[config.mk]
export PLATFORM = sky130hd
export DESIGN_NAME = rbuf_sram_queue
export DESIGN_NICKNAME = d
export VERILOG_FILES = /design/src/rtl/rbuf_pkg.sv /design/src/rtl/rb_ptrs.sv /design/src/rtl/rb_addr_map.sv /design/src/rtl/rb_seq.sv /design/src/rtl/rb_result.sv /design/src/rtl/rbuf_sram_queue.sv
export SDC_FILE = /design/constraint.sdc
export NUM_CORES = 1
export LEC_CHECK = 0
export BUFFER_PORTS_ARGS = -buffer_cell sky130_fd_sc_hd__buf_4
export CORE_ASPECT_RATIO = 0.7
export CORE_MARGIN = 2
export CORE_UTILIZATION = 45
export CTS_BUF_LIST = sky130_fd_sc_hd__clkbuf_16
export DETAILED_ROUTE_END_ITERATION = 12
export PLACE_DENSITY = 0.85
export SYNTH_ARGS = -nofsm -noshare
export SYNTH_HDL_FRONTEND = slang
export SYNTH_HIERARCHICAL = 1
export SYNTH_SLANG_ARGS = --single-unit
[constraint.sdc]
create_clock -name clk -period 5.5 [get_ports clk]
set_clock_uncertainty 0.1 [all_clocks]
set_input_delay 1.65 -clock clk [delete_from_list [all_inputs] [get_ports clk]]
set_output_delay 1.65 -clock clk [all_outputs]
set_load 0.02 [all_outputs]
[src/rtl/rbuf_pkg.sv]
package rbuf_pkg;

    localparam int BYTE_W = 8;

    typedef logic [BYTE_W-1:0] byte_t;

    typedef enum logic [1:0] {
        ST_IDLE  = 2'd0,
        ST_READ  = 2'd1,
        ST_WRITE = 2'd2
    } seq_state_e;

    typedef enum logic [1:0] {
        OP_NONE  = 2'd0,
        OP_POP   = 2'd1,
        OP_SIZE  = 2'd2,
        OP_EMPTY = 2'd3
    } method_e;

    typedef struct packed {
        byte_t data;
        logic  empty;
        logic  err;
        logic  done;
    } result_t;

    // Pop outranks the occupancy query, which outranks the emptiness query.
    function automatic method_e pick_method(input logic pop, input logic size, input logic empty);
        if (pop)   return OP_POP;
        if (size)  return OP_SIZE;
        if (empty) return OP_EMPTY;
        return OP_NONE;
    endfunction

endpackage

[src/rtl/rb_ptrs.sv]
module rb_ptrs #(
    parameter int DEPTH_LOG2 = 4
) (
    input  logic                  clk,
    input  logic                  rst,
    input  logic                  adv_head,
    input  logic                  adv_tail,
    output logic [DEPTH_LOG2-1:0] head_idx,
    output logic [DEPTH_LOG2-1:0] tail_idx,
    output logic [DEPTH_LOG2:0]   occupancy,
    output logic                  is_empty,
    output logic                  is_full
);
    localparam int            PW      = DEPTH_LOG2 + 1;
    localparam logic [PW-1:0] DEPTH_V = PW'(1) << DEPTH_LOG2;

    // One wrap bit above the slot index separates full from empty.
    logic [PW-1:0] head_q;
    logic [PW-1:0] tail_q;

    always_ff @(posedge clk) begin
        if (rst) begin
            head_q <= '0;
            tail_q <= '0;
        end else begin
            if (adv_head) head_q <= head_q + 1'b1;
            if (adv_tail) tail_q <= tail_q + 1'b1;
        end
    end

    assign head_idx  = head_q[DEPTH_LOG2-1:0];
    assign tail_idx  = tail_q[DEPTH_LOG2-1:0];
    assign occupancy = tail_q - head_q;
    assign is_empty  = (head_q == tail_q);
    assign is_full   = (head_q[DEPTH_LOG2] != tail_q[DEPTH_LOG2]) &&
                       (head_idx == tail_idx);

    p_occ_bound_r3: assert property (@(posedge clk) disable iff (rst)
        occupancy <= DEPTH_V)
        else $error("occupancy above depth");

    p_no_underflow_r6: assert property (@(posedge clk) disable iff (rst)
        adv_head |-> !is_empty)
        else $error("read completed on empty queue");

    p_no_overflow_r7: assert property (@(posedge clk) disable iff (rst)
        adv_tail |-> !is_full)
        else $error("write completed on full queue");

endmodule

[src/rtl/rb_addr_map.sv]
module rb_addr_map #(
    parameter int          ADDR_W     = 16,
    parameter int          DEPTH_LOG2 = 4,
    parameter int unsigned BASE_ADDR  = 256
) (
    input  logic [DEPTH_LOG2-1:0] slot,
    output logic [ADDR_W-1:0]     addr
);
    generate
        if (DEPTH_LOG2 >= ADDR_W) begin : g_whole_space
            assign addr = slot[ADDR_W-1:0];
        end else begin : g_window
            localparam logic [ADDR_W-1:0] BASE_V = ADDR_W'(BASE_ADDR);
            assign addr = BASE_V + ADDR_W'(slot);
        end
    endgenerate
endmodule

[src/rtl/rb_seq.sv]
module rb_seq
    import rbuf_pkg::*;
(
    input  logic    clk,
    input  logic    rst,
    input  method_e method,
    input  logic    push_valid,
    input  logic    is_empty,
    input  logic    is_full,
    input  logic    mem_ack,
    output logic    mem_req,
    output logic    mem_we,
    output logic    wr_phase,
    output logic    rd_fin,
    output logic    wr_fin,
    output logic    query_take,
    output logic    empty_pop
);
    seq_state_e state_q;
    seq_state_e state_d;

    always_ff @(posedge clk) begin
        if (rst) state_q <= ST_IDLE;
        else     state_q <= state_d;
    end

    always_comb begin
        state_d    = state_q;
        mem_req    = 1'b0;
        mem_we     = 1'b0;
        rd_fin     = 1'b0;
        wr_fin     = 1'b0;
        query_take = 1'b0;
        empty_pop  = 1'b0;
        case (state_q)
            ST_IDLE: begin
                if (method == OP_POP) begin
                    // A pop claims the cycle; any offered push waits.
                    if (is_empty) empty_pop = 1'b1;
                    else          state_d   = ST_READ;
                end else begin
                    if (method != OP_NONE)       query_take = 1'b1;
                    if (push_valid && !is_full) state_d    = ST_WRITE;
                end
            end
            ST_READ: begin
                mem_req = 1'b1;
                if (mem_ack) begin
                    rd_fin  = 1'b1;
                    state_d = ST_IDLE;
                end
            end
            ST_WRITE: begin
                mem_req = 1'b1;
                mem_we  = 1'b1;
                if (mem_ack) begin
                    wr_fin  = 1'b1;
                    state_d = ST_IDLE;
                end
            end
            default: state_d = ST_IDLE;
        endcase
    end

    assign wr_phase = (state_q == ST_WRITE);

    p_req_hold_r4: assert property (@(posedge clk) disable iff (rst)
        (mem_req && !mem_ack) |=> mem_req)
        else $error("request dropped before acknowledge");

    p_we_hold_r7: assert property (@(posedge clk) disable iff (rst)
        (mem_req && !mem_ack) |=> (mem_we == $past(mem_we)))
        else $error("direction changed inside a transaction");

    p_empty_pop_no_read_r6: assert property (@(posedge clk) disable iff (rst)
        empty_pop |=> !(mem_req && !mem_we))
        else $error("read started for a pop on an empty queue");

endmodule

[src/rtl/rb_result.sv]
module rb_result
    import rbuf_pkg::*;
#(
    parameter int DEPTH_LOG2 = 4
) (
    input  logic                clk,
    input  logic                rst,
    input  logic                rd_fin,
    input  byte_t               rd_byte,
    input  logic                query_take,
    input  logic                empty_pop,
    input  logic [DEPTH_LOG2:0] occupancy,
    input  logic                is_empty,
    output byte_t               res_data,
    output logic [DEPTH_LOG2:0] res_count,
    output logic                res_empty,
    output logic                res_err,
    output logic                res_done
);
    result_t             r_q;
    logic [DEPTH_LOG2:0] cnt_q;

    always_ff @(posedge clk) begin
        if (rst) begin
            r_q   <= '{data: '0, empty: 1'b1, err: 1'b0, done: 1'b0};
            cnt_q <= '0;
        end else begin
            r_q.done <= rd_fin | query_take | empty_pop;
            r_q.err  <= empty_pop;
            if (rd_fin) r_q.data <= rd_byte;
            if (query_take) begin
                r_q.empty <= is_empty;
                cnt_q     <= occupancy;
            end
        end
    end

    assign res_data  = r_q.data;
    assign res_empty = r_q.empty;
    assign res_err   = r_q.err;
    assign res_done  = r_q.done;
    assign res_count = cnt_q;

    p_err_with_done_r10: assert property (@(posedge clk) disable iff (rst)
        res_err |-> res_done)
        else $error("error flag outside a completion");

    p_data_held_r6: assert property (@(posedge clk) disable iff (rst)
        empty_pop |=> $stable(res_data))
        else $error("result byte changed on an empty pop");

endmodule

[src/rtl/rbuf_sram_queue.sv]
module rbuf_sram_queue
    import rbuf_pkg::*;
#(
    parameter int          ADDR_W     = 16,
    parameter int          DEPTH_LOG2 = 4,
    parameter int unsigned BASE_ADDR  = 256
) (
    input  logic                  clk,
    input  logic                  rst,
    input  logic                  q_empty_stb,
    input  logic                  q_size_stb,
    input  logic                  q_pop_stb,
    output logic [7:0]            res_data,
    output logic [DEPTH_LOG2:0]   res_count,
    output logic                  res_empty,
    output logic                  res_err,
    output logic                  res_done,
    input  logic                  push_valid,
    input  logic [7:0]            push_data,
    output logic                  push_ready,
    output logic [ADDR_W-1:0]     mem_addr,
    output logic [7:0]            mem_wdata,
    output logic                  mem_we,
    output logic                  mem_req,
    input  logic                  mem_ack,
    input  logic [7:0]            mem_rdata
);
    method_e               method;
    logic                  rd_fin, wr_fin, query_take, empty_pop, wr_phase;
    logic [DEPTH_LOG2-1:0] head_idx, tail_idx, slot;
    logic [DEPTH_LOG2:0]   occupancy;
    logic                  is_empty, is_full;

    assign method = pick_method(q_pop_stb, q_size_stb, q_empty_stb);

    rb_ptrs #(.DEPTH_LOG2(DEPTH_LOG2)) u_ptrs (
        .clk       (clk),
        .rst       (rst),
        .adv_head  (rd_fin),
        .adv_tail  (wr_fin),
        .head_idx  (head_idx),
        .tail_idx  (tail_idx),
        .occupancy (occupancy),
        .is_empty  (is_empty),
        .is_full   (is_full)
    );

    rb_seq u_seq (
        .clk        (clk),
        .rst        (rst),
        .method     (method),
        .push_valid (push_valid),
        .is_empty   (is_empty),
        .is_full    (is_full),
        .mem_ack    (mem_ack),
        .mem_req    (mem_req),
        .mem_we     (mem_we),
        .wr_phase   (wr_phase),
        .rd_fin     (rd_fin),
        .wr_fin     (wr_fin),
        .query_take (query_take),
        .empty_pop  (empty_pop)
    );

    assign slot = wr_phase ? tail_idx : head_idx;

    rb_addr_map #(
        .ADDR_W     (ADDR_W),
        .DEPTH_LOG2 (DEPTH_LOG2),
        .BASE_ADDR  (BASE_ADDR)
    ) u_map (
        .slot (slot),
        .addr (mem_addr)
    );

    rb_result #(.DEPTH_LOG2(DEPTH_LOG2)) u_res (
        .clk        (clk),
        .rst        (rst),
        .rd_fin     (rd_fin),
        .rd_byte    (mem_rdata),
        .query_take (query_take),
        .empty_pop  (empty_pop),
        .occupancy  (occupancy),
        .is_empty   (is_empty),
        .res_data   (res_data),
        .res_count  (res_count),
        .res_empty  (res_empty),
        .res_err    (res_err),
        .res_done   (res_done)
    );

    assign mem_wdata  = push_data;
    assign push_ready = wr_fin;

    p_addr_stable_r4: assert property (@(posedge clk) disable iff (rst)
        (mem_req && !mem_ack) |=> $stable(mem_addr))
        else $error("address moved during a transaction");

    p_push_waits_r8: assert property (@(posedge clk) disable iff (rst)
        (mem_req && !mem_we) |-> !push_ready)
        else $error("push completed while a read owned memory");

endmodule

== Word level (Yosys, flattened, before mapping) ==
Cells that the tools add are included.

* Register bits after elaboration: 28
* ROM bits: 0
* Word-level logic and storage cells: 59
* Bits in writable memories: 0
* Bits of input ports: 23
* Memories kept: 0
* Latch bits: 0

* Shift-type cells: 0
* Multipliers: 0
* Divide/modulo/power cells: 0
* $add $sub $neg: 4
* Multiplexer cells: 29
* $lt $le $gt $ge: 0
* Bitwise gates (word level): 2
* Reductions and logical operators: 7
* Equal/unequal tests: 9

{| class="wikitable"
|+ Operators by type and width
! kind !! number
|-
| $mux W2 || 10
|-
| $mux W1 || 17
|-
| $add A5 B1 Y5 const B || 2
|-
| $add A9 B4 Y10 const A || 1
|-
| $eq A5 B5 Y1 || 1
|-
| $sub A5 B5 Y5 || 1
|-
| $eq A2 B1 Y1 const B || 2
|-
| $eq A4 B4 Y1 || 1
|-
| $mux W4 || 1
|-
| $pmux W2 S2 || 1
|-
| $ne A3 B1 Y1 const B || 1
|-
| $ne A3 B3 Y1 const B || 1
|-
| $reduce_and A3 Y1 || 1
|-
| $eq A2 B2 Y1 const B || 1
|-
| $logic_and A1 B1 Y1 || 2
|-
| $logic_not A2 Y1 || 1
|-
| $ne A2 B1 Y1 const B || 1
|-
| $or A1 B1 Y1 || 2
|-
| $reduce_bool A2 Y1 || 1
|-
| $reduce_or A2 Y1 || 1
|-
| $logic_not A1 Y1 || 1
|-
| $ne A1 B1 Y1 || 1
|}

== Depth between registers and ports, before layout ==
* Depth after elaboration: 13
* Depth in mapped cells: 9
* Gate-level depth less buffers: 9

== Hierarchy ==
Netlist, hierarchy kept.

{| class="wikitable"
|+ By module, submodules not included
! module !! area each (um^2) !! seq. area each (um^2) !! cells each !! instances
|-
| rb_ptrs || 626.9 || 200.2 || 71 || 1
|-
| rb_result || 561.8 || 320.3 || 50 || 1
|-
| rb_seq || 212.7 || 40.0 || 23 || 1
|-
| rb_addr_map || 127.6 || 0.0 || 18 || 1
|-
| rbuf_sram_queue || 123.9 || 0.0 || 16 || 1
|}

== Least setup slack after synthesis ==
Ideal clock, no wire load.

* Kind: input-to-output
* Start: input port mem_ack
* End: output port push_ready
* Slack: 1776 ps
* Data arrival time: 1974 ps
* Stages: 1
* Cells stage by stage: and2_1

* Cells in the longest elaborated chain, start to end: 2

{| class="wikitable"
|+ RTL lines
! item !! line !! text
|-
| start, declared || rbuf_sram_queue.sv:25 || <nowiki>input logic mem_ack,</nowiki>
|-
| $mux W1 || rb_seq.sv:56 || <nowiki>if (mem_ack) begin</nowiki>
|-
| $mux W1 || rb_seq.sv:35 || <nowiki>case (state_q)</nowiki>
|-
| end, declared || rbuf_sram_queue.sv:20 || <nowiki>output logic push_ready,</nowiki>
|}

No other way between the ends.

== Worst setup path after layout ==
Ends and elaborated chain as after synthesis.

==> flow_metrics.env <==
export IMPL_fin_crit_sh_pct=72.44
export IMPL_ys_seq_elements=28
export IMPL_antenna_cells=0
export IMPL_rows=18
export IMPL_worst_setup_path_type="primary input to primary output"
export IMPL_max_clock_path_buffers=2
export IMPL_register_area_um2=560.5
export IMPL_grt_max_degree=31
export IMPL_grtUsageTotal_pct=13.83
export IMPL_dp_hpwl_mm=2.079
export IMPL_die_y_um=54.71
export IMPL_worst_slew_pin_slew_ns=0.7865
export IMPL_arrival_ns=2.23
export IMPL_final_cell_mix="37 x buf_4, 28 x nor2_1, 28 x dfxtp_1"
export IMPL_num_nets_final=227
export IMPL_via_count=1086
export IMPL_clock_latency_ns=0.26
export IMPL_stdcell_area_um2=1854
export IMPL_period_minus_slack_ns=3.984
export IMPL_synth_cell_types=31
export IMPL_worst_ep_required_time_ns=3.75
export IMPL_yosys_warnings=6
export IMPL_vdd_ir_drop_worst_v=0.0002275
export IMPL_fill_cells=345
export IMPL_timing_fmax_mhz=251.0
export IMPL_initial_utilization_pct=47.04
export IMPL_drv_cap=0
export IMPL_io_buffers=37
export IMPL_multi_input_comb_area_um2=810.8
export IMPL_ios=66
export IMPL_syn_inst=178
export IMPL_dp_cells=238
export IMPL_layout_cells_non_filler=242
export IMPL_cpPeakStageDelay_ns=0.29
export IMPL_async_reset_ff_share_pct=0
export IMPL_final_common_cell="buf_4"
export IMPL_drt_iter0_drc=32
export IMPL_critPathMaxFanout=6
export IMPL_dp_slack_ns=1.527
export IMPL_htreeDepth=1
export IMPL_leakage_nw=0.8302
export IMPL_overflow=0
export IMPL_post_cts_repair_setup_buffers=0
export IMPL_path_cells="buf_4 -> and2_1 -> buf_4"
export IMPL_cts_tree="done"
export IMPL_die_area_um2=4181
export IMPL_p_total_mw=0.6097
export IMPL_cts_hold_buf=0
export IMPL_ys_seq_area_share_pct=33.91
export IMPL_slowest_stage="and2_1"
export IMPL_relSlewSlack_pct=47.56
export IMPL_drv_slew=0
export IMPL_core_area_um2=3513
export IMPL_clk_pin_slew_worst_paths_ns=0.07
export IMPL_min_path_type="flip-flop to flip-flop"
export IMPL_drive_above_1_share_pct=25.52
export IMPL_whs_ns=0.3991
export IMPL_powerDensity_nw_per_um2=328.8
export IMPL_avgRoutedWirePerCell_um=11.43
export IMPL_synth_ff_type="dfxtp_1"
export IMPL_finalSetupViolations=0
export IMPL_die_w_um=76.44
export IMPL_ctsResizeCount=0
export IMPL_root_buffer="clkbuf_16"
export IMPL_drc=0
export IMPL_critPathLaunchType="primary input"
export IMPL_grt_pass1_wl_mm=4.567
export IMPL_via_per_inst=4.488
export IMPL_rsz0062_at_grt="no"
export IMPL_cts_sinks=28
export IMPL_antenna_found_initial=0
export IMPL_setup_tns_ns=0
export IMPL_dpl_cell_area_um2=1749
export IMPL_ant_nets=0
export IMPL_place_gp_congestion=0.8668
export IMPL_cp_end_kind="primary output"
export IMPL_cts_buffers=3
export IMPL_hold_viol_final=0
export IMPL_grt_pass1_vias=1000
export IMPL_synth_area_per_cell_um2=9.286
export IMPL_synthToLayoutAreaGrowth_pct=12.19
export IMPL_synth_edff_count=0
export IMPL_utilization_pct=52.78
export IMPL_worst_slack_ns=1.516
export IMPL_wl_mm=2.767
export IMPL_synth_area_um2=1653
export IMPL_first_pass_iters=4
export IMPL_status="completed"
export IMPL_cpMostUsedCell="buf_4"
[per-layer routing]
layer | global-route usage (%) | up-vias | share of wire, %
met5 | 0 | - | 0
met3 | 4.125 | 2 | 5.1
met2 | 22.12 | 25 | 43
met4 | 2.727 | 0 | 0.43
li1 | - | 565 | -
met1 | 18.79 | 494 | 51
[cell families (layout without fill, tap and decap cells)]
group / after synthesis / count (layout) / share of synthesized area [%]
buffers and inverters: 47 / 51 / 19.30
DFF: 28 / 28 / 33.91
adders and majority gates: 11 / 11 / 8.781
other: 2 / 12 / 0.4544
xor gates and xnor gates: 12 / 12 / 6.359
muxes: 19 / 19 / 11.81
and+or+nand+nor: 51 / 51 / 15.52
AOI/OAI and AO/OA: 8 / 8 / 3.861
[critical path: cells and delay by family]
| kind | cells | cell delay (ns) |
|---|---|---|
| buf+inv | 2 | 0.30 |
| simple gates | 1 | 0.29 |
[cells in the mapped netlist, types with 2 or more instances]
| cell | instances | share of area (%) |
|---|---|---|
| buf_4 | 34 | 15 |
| o32ai_1 | 2 | 1.1 |
| mux2_2 | 4 | 2.7 |
| ha_1 | 10 | 7.6 |
| a21o_1 | 2 | 0.91 |
| nand2b_1 | 3 | 1.1 |
| xnor2_1 | 6 | 3.2 |
| mux2i_1 | 15 | 9.1 |
| inv_1 | 10 | 2.3 |
| nor2_1 | 28 | 6.4 |
| nor2b_1 | 2 | 0.76 |
| and2_1 | 3 | 1.1 |
| xor2_1 | 6 | 3.2 |
| buf_6 | 2 | 1.4 |
| conb_1 | 2 | 0.45 |
| nand2_1 | 3 | 0.68 |
| nand4_1 | 5 | 1.9 |
| dfxtp_1 | 28 | 34 |
[final cells by class]
type | instances | share of cell area (%)
Clock buffer | 3 | 4.049
Inverter | 10 | 2.024
Timing Repair Buffer | 37 | 14.98
Tap cell | 50 | 3.374
Clock inverter | 1 | 1.619
Multi-Input combinational cell | 113 | 43.72
Sequential cell | 28 | 30.23
[flip-flops by register name (all words and copies together), names as in the netlist]
register         count
u_res/res_data       8
u_ptrs/head_q        5
u_seq/state_q        2
u_res/res_count      5
u_res/res_done       1
u_ptrs/tail_q        5
u_res/res_empty      1
u_res/res_err        1
[power by group]
group | switching [mW] | total [mW] | internal [mW]
combinational | 0.0946 | 0.170 | 0.0750
clock | 0.0676 | 0.212 | 0.145
sequential | 0.00922 | 0.228 | 0.218
total | 0.171 | 0.610 | 0.438
[path summary, 6_finish.rpt]
kind	to	slack (ns)	startpoint	depth (start not counted)
min	u_res/res_data[1]$_SDFFE_PP0P_	0.40	u_res/res_data[1]$_SDFFE_PP0P_	2
max	push_ready	1.52	mem_ack	3
min reg2reg	u_res/res_data[1]$_SDFFE_PP0P_	0.40	u_res/res_data[1]$_SDFFE_PP0P_	2
max reg2reg	u_seq/state_q[1]$_SDFFE_PP0P_	3.55	u_ptrs/head_q[2]$_SDFFE_PP0P_	7
(Power assumes the default switching activity.)
